--- src/rtl/tw_pkg.sv ---
package tw_pkg;
  localparam int BAND_W      = 4;
  localparam int DIV_W       = 15;
  localparam int TEST_W      = 3;
  localparam int CTRL_W      = 8;
  localparam int LEN_SHORT   = 18;
  localparam int LEN_MID     = 19;
  localparam int LEN_LONG    = BAND_W + DIV_W + CTRL_W;
  localparam int MAX_BAND_ON = 2;

  typedef struct packed {
    logic [BAND_W-1:0] band;
    logic [DIV_W-1:0]  div;
    logic              pump;
    logic              ratio_a;
    logic              ratio_b;
    logic [TEST_W-1:0] test;
  } tw_regs_t;

  localparam tw_regs_t REGS_RST = '{
    band:    '0,
    div:     '0,
    pump:    1'b1,
    ratio_a: 1'b0,
    ratio_b: 1'b0,
    test:    TEST_W'(1)
  };
endpackage

--- src/rtl/tw_sync.sv ---
module tw_sync #(
  parameter int W      = 4,
  parameter int STAGES = 2
) (
  input  logic         clk,
  input  logic         rst,
  input  logic [W-1:0] d,
  output logic [W-1:0] q
);
  logic [STAGES-1:0][W-1:0] chain;

  always_ff @(posedge clk) begin
    if (rst) chain <= '0;
    else     chain <= {chain[STAGES-2:0], d};
  end

  assign q = chain[STAGES-1];
endmodule

--- src/rtl/tw_shift.sv ---
module tw_shift #(
  parameter int MAX_LEN = 27,
  parameter int CNT_W   = $clog2(MAX_LEN + 2)
) (
  input  logic               clk,
  input  logic               rst,
  input  logic               en,
  input  logic               ce_s,
  input  logic               scl_s,
  input  logic               sda_s,
  output logic [MAX_LEN-1:0] word,
  output logic [CNT_W-1:0]   cnt,
  output logic               frame_end
);
  localparam logic [CNT_W-1:0] CNT_SAT = '1;

  logic ce_q, scl_q;
  logic ce_rise, ce_fall, scl_rise;

  assign ce_rise  = ce_s & ~ce_q;
  assign ce_fall  = ~ce_s & ce_q;
  assign scl_rise = scl_s & ~scl_q;

  always_ff @(posedge clk) begin
    if (rst || !en) begin
      ce_q      <= 1'b0;
      scl_q     <= 1'b0;
      word      <= '0;
      cnt       <= '0;
      frame_end <= 1'b0;
    end else begin
      ce_q      <= ce_s;
      scl_q     <= scl_s;
      frame_end <= ce_fall;
      if (ce_rise) begin
        word <= '0;
        cnt  <= '0;
      end else if (ce_s && scl_rise) begin
        word <= {word[MAX_LEN-2:0], sda_s};
        if (cnt != CNT_SAT) cnt <= cnt + 1'b1;
      end
    end
  end
endmodule

--- src/rtl/tw_decode.sv ---
module tw_decode
  import tw_pkg::*;
#(
  parameter int MAX_LEN = LEN_LONG,
  parameter int CNT_W   = $clog2(MAX_LEN + 2)
) (
  input  logic               clk,
  input  logic               rst,
  input  logic               en,
  input  logic               frame_end,
  input  logic [CNT_W-1:0]   cnt,
  input  logic [MAX_LEN-1:0] word,
  output tw_regs_t           regs,
  output logic               frame_err
);
  localparam int SHORT_DIV_W = LEN_SHORT - BAND_W;
  localparam int CTRL_LSB    = LEN_LONG - BAND_W - DIV_W - CTRL_W;
  localparam int PUMP_POS    = CTRL_LSB + CTRL_W - 1;
  localparam int TEST_MSB    = PUMP_POS - 1;
  localparam int RA_POS      = TEST_MSB - TEST_W;
  localparam int RB_POS      = RA_POS - 1;

  function automatic int ones(input logic [BAND_W-1:0] v);
    int n = 0;
    for (int i = 0; i < BAND_W; i++) n += int'(v[i]);
    return n;
  endfunction

  tw_regs_t          nxt;
  logic              valid;
  logic [BAND_W-1:0] band_in;

  always_comb begin
    nxt     = regs;
    valid   = 1'b1;
    band_in = regs.band;
    if (cnt == CNT_W'(LEN_SHORT)) begin
      band_in = word[LEN_SHORT-1 -: BAND_W];
      nxt.div = DIV_W'(word[SHORT_DIV_W-1:0]);
    end else if (cnt == CNT_W'(LEN_MID)) begin
      band_in = word[LEN_MID-1 -: BAND_W];
      nxt.div = word[DIV_W-1:0];
    end else if (cnt == CNT_W'(LEN_LONG)) begin
      band_in     = word[LEN_LONG-1 -: BAND_W];
      nxt.div     = word[LEN_LONG-BAND_W-1 -: DIV_W];
      nxt.pump    = word[PUMP_POS];
      nxt.test    = word[TEST_MSB -: TEST_W];
      nxt.ratio_a = word[RA_POS];
      nxt.ratio_b = word[RB_POS];
    end else begin
      valid = 1'b0;
    end
    if (ones(band_in) <= MAX_BAND_ON) nxt.band = band_in;
  end

  always_ff @(posedge clk) begin
    if (rst) begin
      regs      <= REGS_RST;
      frame_err <= 1'b0;
    end else begin
      frame_err <= 1'b0;
      if (frame_end && en) begin
        if (valid) regs      <= nxt;
        else       frame_err <= 1'b1;
      end
    end
  end
endmodule

--- src/rtl/tuneword_rx.sv ---
module tuneword_rx
  import tw_pkg::*;
#(
  parameter int SYNC_STAGES = 2
) (
  input  logic              clk,
  input  logic              rst,
  input  logic              bus_sel,
  input  logic              ce,
  input  logic              scl,
  input  logic              sda,
  output logic [BAND_W-1:0] band_sw,
  output logic [DIV_W-1:0]  div_n,
  output logic              pump_hi,
  output logic              ratio_a,
  output logic              ratio_b,
  output logic [TEST_W-1:0] test_mode,
  output logic              frame_err
);
  localparam int MAX_LEN = LEN_LONG;
  localparam int CNT_W   = $clog2(MAX_LEN + 2);

  logic [3:0]         pins_s;
  logic               sel_q, ce_s, scl_s, sda_s;
  logic [MAX_LEN-1:0] word;
  logic [CNT_W-1:0]   cnt;
  logic               frame_end;
  tw_regs_t           regs;

  tw_sync #(.W(4), .STAGES(SYNC_STAGES)) u_sync (
    .clk(clk), .rst(rst),
    .d({bus_sel, ce, scl, sda}),
    .q(pins_s)
  );

  assign {sel_q, ce_s, scl_s, sda_s} = pins_s;

  tw_shift #(.MAX_LEN(MAX_LEN), .CNT_W(CNT_W)) u_shift (
    .clk(clk), .rst(rst), .en(sel_q),
    .ce_s(ce_s), .scl_s(scl_s), .sda_s(sda_s),
    .word(word), .cnt(cnt), .frame_end(frame_end)
  );

  tw_decode #(.MAX_LEN(MAX_LEN), .CNT_W(CNT_W)) u_decode (
    .clk(clk), .rst(rst), .en(sel_q),
    .frame_end(frame_end), .cnt(cnt), .word(word),
    .regs(regs), .frame_err(frame_err)
  );

  assign band_sw   = regs.band;
  assign div_n     = regs.div;
  assign pump_hi   = regs.pump;
  assign ratio_a   = regs.ratio_a;
  assign ratio_b   = regs.ratio_b;
  assign test_mode = regs.test;
endmodule

--- config.mk ---
export PLATFORM = sky130hd
export DESIGN_NAME = tuneword_rx
export DESIGN_NICKNAME = d
export VERILOG_FILES = /design/src/rtl/tw_pkg.sv /design/src/rtl/tw_sync.sv /design/src/rtl/tw_shift.sv /design/src/rtl/tw_decode.sv /design/src/rtl/tuneword_rx.sv
export SDC_FILE = /design/constraint.sdc
export NUM_CORES = 1
export LEC_CHECK = 0
export CORE_ASPECT_RATIO = 0.8
export CORE_MARGIN = 4
export CORE_UTILIZATION = 55
export CTS_CLUSTER_DIAMETER = 60
export DETAILED_ROUTE_END_ITERATION = 10
export GPL_TIMING_DRIVEN = 0
export PLACE_DENSITY_LB_ADDON = 0.1
export SYNTH_ARGS = -nofsm -noshare
export SYNTH_HDL_FRONTEND = slang
export SYNTH_SLANG_ARGS = --single-unit
--- constraint.sdc ---
create_clock -name clk -period 4.2 [get_ports clk]
set_clock_uncertainty 0.15 [all_clocks]
set_input_delay 0.84 -clock clk [delete_from_list [all_inputs] [get_ports clk]]
set_output_delay 0.84 -clock clk [all_outputs]
set_load 0.02 [all_outputs]
Word-level counts from Yosys, hierarchy flattened
Index checks and enable logic that the tools add are counted.
{ "totals": {"ram_bits": 0, "output_inout_bits": 26, "register_bits": 69, "mem_count": 0, "input_bits": 6, "rom_bits": 0, "latchBits": 0, "word_cells": 53} }
{ "classes": {"multipliers": 0, "n_reduce_logical": 11, "n_eq_ne": 4, "order_cmp": 1, "n_mux": 10, "add_sub_neg": 4, "n_div": 0, "shift": 0, "n_bitwise": 9} }
{ "ops": {"columns": ["op", "count"], "rows": [
  ["adder 32 x 2 -> 32 bit", 2],
  ["less-or-equal comparator 32 x 3 -> 1 bit (second input constant)", 1],
  ["two-way mux 15 bit", 2],
  ["two-way mux 21 bit", 1],
  ["== test 5 bit (second input constant)", 3],
  ["two-way mux 4 bit", 3],
  ["inverter 1 bit", 6],
  ["AND reduction 3 bit", 2],
  ["adder 5 x 1 -> 5 bit (second input constant)", 1],
  ["!= test 5 bit (second input constant)", 1],
  ["AND reduction 5 bit", 1],
  ["two-way mux 1 bit", 4],
  ["OR reduction 2 bit", 2],
  ["AND 1 bit", 3],
  ["nonzero test 3 bit", 1],
  ["adder 1 x 1 -> 2 bit", 1],
  ["logical AND 1 bit", 2],
  ["AND reduction 2 bit", 1],
  ["zero test 1 bit", 1],
  ["logical OR 1 bit", 1]
]} }

Depth between registers and ports, before layout
{ "depth": {"word_depth": 9, "depth_mapped": 14, "mapped_depth_nobuf": 14} }

Cells and area by module
From an unflattened synthesis, not the netlist that was laid out.
{ "hier_totals": {"cells_unflattened": 327, "area_unflattened_um2": 2865.2} }
{ "modules_own_cells": {"columns": ["mod", "seq_area_each_um2", "n_inst", "area_per_inst_um2", "cells_each"], "rows": [
  ["tw_decode", 520.5, 1, 1356.3, 154],
  ["tw_shift", 700.7, 1, 1268.7, 153],
  ["tw_sync", 160.2, 1, 240.2, 20]
]} }

Worst setup path before layout
Ideal clock, no wire load.
{ "synth_timing": {"path_type": "reg-to-reg", "from": "register u_shift.cnt[0]", "to": "register, netlist name u_decode.regs[21]", "setup_ns": 0.087, "synth_period_minus_slack_ns": 3.433, "required_time_ns": 3.963, "slack_ns": 0.767, "arrival_time_ns": 3.196, "n_path_buf": 0, "stages_incl_launch_ff": 14, "cell_sequence": "dfxtp_1 -> inv_1 -> ha_1 -> nor2b_2 -> a32o_1 -> a221oi_1 -> inv_1 -> ha_1 -> fa_1 -> ha_1 -> nor3b_1 -> o221a_2 -> or4b_1 -> o31ai_1"} }
{ "synth_between": {"elab_chain_len": 9, "elab_cells_between_ends": 14, "cone_classes": "add/sub (3); order compare (1); eq/ne (3); mux (6); reduce/logical (1)"} }
{ "synth_lines": {"columns": ["element", "line_no", "rtl"], "rows": [
  ["from (decl)", "tw_shift.sv:12", "output logic [CNT_W-1:0] cnt,"],
  ["from (signal assigned)", "tw_shift.sv:40", "if (cnt != CNT_SAT) cnt <= cnt + 1'b1;"],
  ["== test 5 bit", "tw_decode.sv:43", "end else if (cnt == CNT_W'(LEN_LONG)) begin"],
  ["two-way mux 4 bit", "tw_decode.sv:43", null],
  ["two-way mux 4 bit", "tw_decode.sv:40", "end else if (cnt == CNT_W'(LEN_MID)) begin"],
  ["two-way mux 4 bit (*)", "tw_decode.sv:37", "if (cnt == CNT_W'(LEN_SHORT)) begin"],
  ["named net u_decode.band_in[1]", "tw_decode.sv:31", "logic [BAND_W-1:0] band_in;"],
  ["adder 1 x 1 -> 2 bit (*)", "tw_decode.sv:25", "for (int i = 0; i < BAND_W; i++) n += int'(v[i]);"],
  ["adder 32 x 2 -> 32 bit (*) (2 in a row)", "tw_decode.sv:25", null],
  ["less-or-equal comparator 32 x 3 -> 1 bit (*)", "tw_decode.sv:53", "if (ones(band_in) <= MAX_BAND_ON) nxt.band = band_in;"],
  ["AND reduction 3 bit (no line) (*)", null, null]
]} }
The timed path passes the listed nets; every way through them passes the cells marked *.
A chain may end at the register's enable or synchronous reset.

Final worst setup path
{ "layout_timing": {"from": "register u_shift.cnt[0]", "to": "register, netlist name u_decode.regs[21]"} }
{ "layout_between": {"elab_chain_len": 9, "elab_cells_between_ends": 14, "cone_classes": "add/sub (3); order compare (1); eq/ne (3); mux (6); reduce/logical (1)"} }
{ "layout_lines": {"columns": ["element", "line_no"], "rows": [
  ["== test 5 bit", "tw_decode.sv:43"],
  ["two-way mux 4 bit", "tw_decode.sv:43"],
  ["two-way mux 4 bit", "tw_decode.sv:40"],
  ["two-way mux 4 bit (*)", "tw_decode.sv:37"],
  ["named net u_decode.band_in[1]", "tw_decode.sv:31"],
  ["adder 1 x 1 -> 2 bit (*)", "tw_decode.sv:25"],
  ["adder 32 x 2 -> 32 bit (*) (2 in a row)", "tw_decode.sv:25"],
  ["less-or-equal comparator 32 x 3 -> 1 bit (*)", "tw_decode.sv:53"],
  ["AND reduction 3 bit (no line) (*)", null]
]} }
Marked as above.

==> results by group <==
Outcome
  – Status: completed

Power and ir drop
  – Sw frac: 0.215
  – Leak Pwr: 1.16 nW
  – Pwr/cell area: 367 mW/mm^2
  – Reg power frac: 0.541
  – Int Pwr: 956 uW
  – Net Sw Power: 262 uW
  – Worst VDD drop: 0.000295 V
  – Clk pwr share: 0.443
  – Gate power share: 0.016

CTS
  – CTS tree: yes
  – CTS clock-pin slew for the worst setup and hold paths: 0.07 ns
  – Clock Latency Late Sink: 0.35 ns
  – Root buffer cell: clkbuf_8
  – PostCTS Resize Cnt: 0
  – TritonCTS Sinks: 69
  – Max clock buf depth: 2
  – Total CTS buffers: 9
  – Setup Buffers After CTS: 0
  – Hold_buf cts: 0
  – H-tree level count: 3

Synthesis
  – Synth top area share: 0.503
  – Synth Warn #: 0
  – Cell Area, Synth: 0.00275 sq mm
  – Synth Net Count: 332
  – Most area-hungry cell type in the Yosys netlist: dfxtp_1
  – Main area contributors after synthesis: dfxtp_1 50%, nand2_1 10%, a21oi_1 6.2%
  – Asr flop ratio synth: 0
  – Seq/Total Area, Yosys: 0.503
  – Syn Inst Count: 319
  – Main synth FF type: dfxtp_1
  – Post-synth EDFFs: 0
  – Synth Area per Inst: 8.61 sq um
  – FF+latch count, synth: 69
  – Synth unique cells: 40

Placed design
  – GPL Wtd Cong: 0.814
  – Number of port buffers: 30
  – Post-placement cell area: 0.00312 sq mm
  – HPWL after DPL: 4470 um

Global routing
  – Vias in the first global route: 2178
  – First-pass GRT wire length: 10400 um
  – Largest net degree at the start of global routing: 13
  – Total global routing track utilization: 0.217
  – Initial antenna violation count: 0
  – Grt total ovfl: 0

Worst setup path
  – Critical path data arrival time: 3.96 ns
  – FF-to-FF End: u_decode.regs[21]
  – Crit-path most repeated cell: ha_1
  – Critical Path End Type: flop
  – Critical-path top delay cell: or4b_1
  – Crit path kind: flop to flop
  – CP Cell Sequence: inv_1 > ha_1 > nor2b_2 > o21ai_1 > a221oi_1 > inv_1 > ha_1 > fa_1 > ha_1 > nor3b_1 > o221a_2 > or4b_1 > o31ai_1
  – R2R setup slack: 0.35 ns
  – R2R depth: 13
  – Crit-path max FO: 7
  – Critical Path Start Type: flop
  – Worst endpoint required time: 4.31 ns
  – R2r startpoint: u_shift.cnt[0]
  – Worst setup path startpoint: u_shift.cnt[0]
  – CP max stage delay: 0.46 ns
  – Crit path capture: u_decode.regs[21]

Final layout
  – Layout Utilization: 0.706
  – Diode count: 0
  – Layout Area Growth over Synthesis: 21.0%
  – Design area: 0.00332 sq mm
  – Layout cells sized above 1: 0.0685
  – Most frequent cells in the layout: 73 x nand2_1, 69 x dfxtp_1, 34 x a21oi_1, 30 x clkdlybuf4s50_1, 23 x nor2_1
  – Fill cells: 391
  – Nets: 373
  – Leading cell type in the layout, fill and taps excluded: nand2_1

STA
  – Fmax: 260 MHz
  – Final number of max-transition violations: 0
  – Min Tclk post-route: 3.85 ns
  – Relative max-transition margin: 0.606
  – Worst-Margin Slew: 0.588 ns
  – Unrepaired setup endpoints after global routing: false
  – Final-report setup violation count: 0
  – Total negative slack: 0 ns
  – Hold Violations, Final: 0
  – Fin crit share: 0.917

Die
  – Initial Utilization: 0.584
  – Die Ht: 71.2 um
  – Placement row count: 22
  – Core area: 0.00471 sq mm
  – Die X: 87.0 um
  – Die area: 0.00620 sq mm
  – Io pins: 32

Run
  – Total of max-cap violations: 0

Drt
  – Post-route antenna net violation count: 0
  – Vias: 2387
  – DRT iter0 DRCs: 314
  – First-pass DRT Iterations: 5
  – Via density: 5.62
  – DRC Markers: 0
  – Routed length per instance: 14.9 um
  – Final wirelength: 6320 um

Hold path
  – Worst hold path type: flop to flop
-- synth_stat cells, drive strengths merged (2+ instances only) --
library cell  instances
buf                   6
and2                  2
nand2                73
inv                   9
o31ai                 2
a21oi                34
a32o                  3
dfxtp                69
nand2b                2
xor2                  2
nor2                 23
clkbuf               14
a221oi               17
a211oi                4
nor2b                10
o21ai                 4
nor3                 15
and4b                 3
ha                    6
and3                  3
nand3b                3
-- logic make-up after synthesis --
kind of cell    after synthesis  synth area share
simple gates                143             0.245
flops                        69             0.503
compound gates               67             0.160
buf+inv                      29            0.0446
fa+ha+maj                     7            0.0346
xor+xnor                      3           0.00956
mux                           1           0.00364
-- state kept, by name, summed over array words and instances, names as in the netlist --
register and count:
u_decode.regs 25, u_shift.frame_end 1, u_sync.chain 4, u_shift.scl_q 1
u_decode.frame_err 1, u_shift.word 27, u_sync.q 4, u_shift.cnt 5
u_shift.ce_q 1
-- power groups by stage --
| stage | combinational (mW) | clock [mW] | sequential (mW) |
|---|---|---|---|
| 5_1_grt | 0.0214 | 0.579 | 0.659 |
| 2_1_floorplan | 0.0113 | 0 | 0.674 |
| 4_1_cts | 0.0198 | 0.551 | 0.659 |
| 6_report | 0.0195 | 0.540 | 0.659 |
| 3_3_place_gp | 0.0193 | 0 | 0.674 |
| 3_5_place_dp | 0.0198 | 0 | 0.674 |
-- layout make-up --
cell class | instances | area [sq um] | area share
sequential | 69 | 1380 | 0.416
tap | 60 | 75.1 | 0.0226
clock buffer | 11 | 141 | 0.0425
multi-input combinational | 221 | 1240 | 0.374
clock inverter | 5 | 60.1 | 0.0181
timing repair buffer | 30 | 300 | 0.0903
buffer | 20 | 88.8 | 0.0267
inverter | 9 | 33.8 | 0.0102
-- layer usage --
metal	part of all wire	GRT usage
met5	0	0
met3	0.061	0.0655
met4	0.021	0.0882
met1	0.48	0.305
met2	0.44	0.310
-- worst min path at each step --
stage | from | to | slack (ns) | cells after the start
2_1_floorplan | u_sync.chain[0] | u_sync.q[0] | 0.26 | 1
3_3_place_gp | u_sync.chain[1] | u_sync.q[1] | 0.27 | 1
3_5_place_dp | u_sync.chain[0] | u_sync.q[0] | 0.28 | 1
4_1_cts | u_sync.q[0] | u_shift.word[0] | 0.29 | 2
5_1_grt | u_sync.chain[3] | u_sync.q[3] | 0.31 | 1
6_report | u_sync.chain[0] | u_sync.q[0] | 0.29 | 1
-- critical path, delay by kind of cell (launching register included) --
family,cells,cell delay [ns]
flip-flops,1,0.35
adder cells (fa/ha/maj),4,1.15
AO/OA/AOI/OAI,4,0.99
buffers and inverters,2,0.16
AND/OR/NAND/NOR,3,0.97
-- stage by stage --
step | hold slack [ns] | worst slack (ns) | power (mW) | cells
floorplan | 0.264 | 0.767 | 0.685 | 319
global placement | 0.265 | 0.398 | 0.693 | 409
detailed placement | 0.277 | 0.379 | 0.694 | 409
CTS | 0.294 | 0.349 | 1.23 | 425
global route | 0.308 | 0.0865 | 1.26 | 425
finish | 0.288 | 0.349 | 1.22 | 425
(Power assumes the default switching activity.)
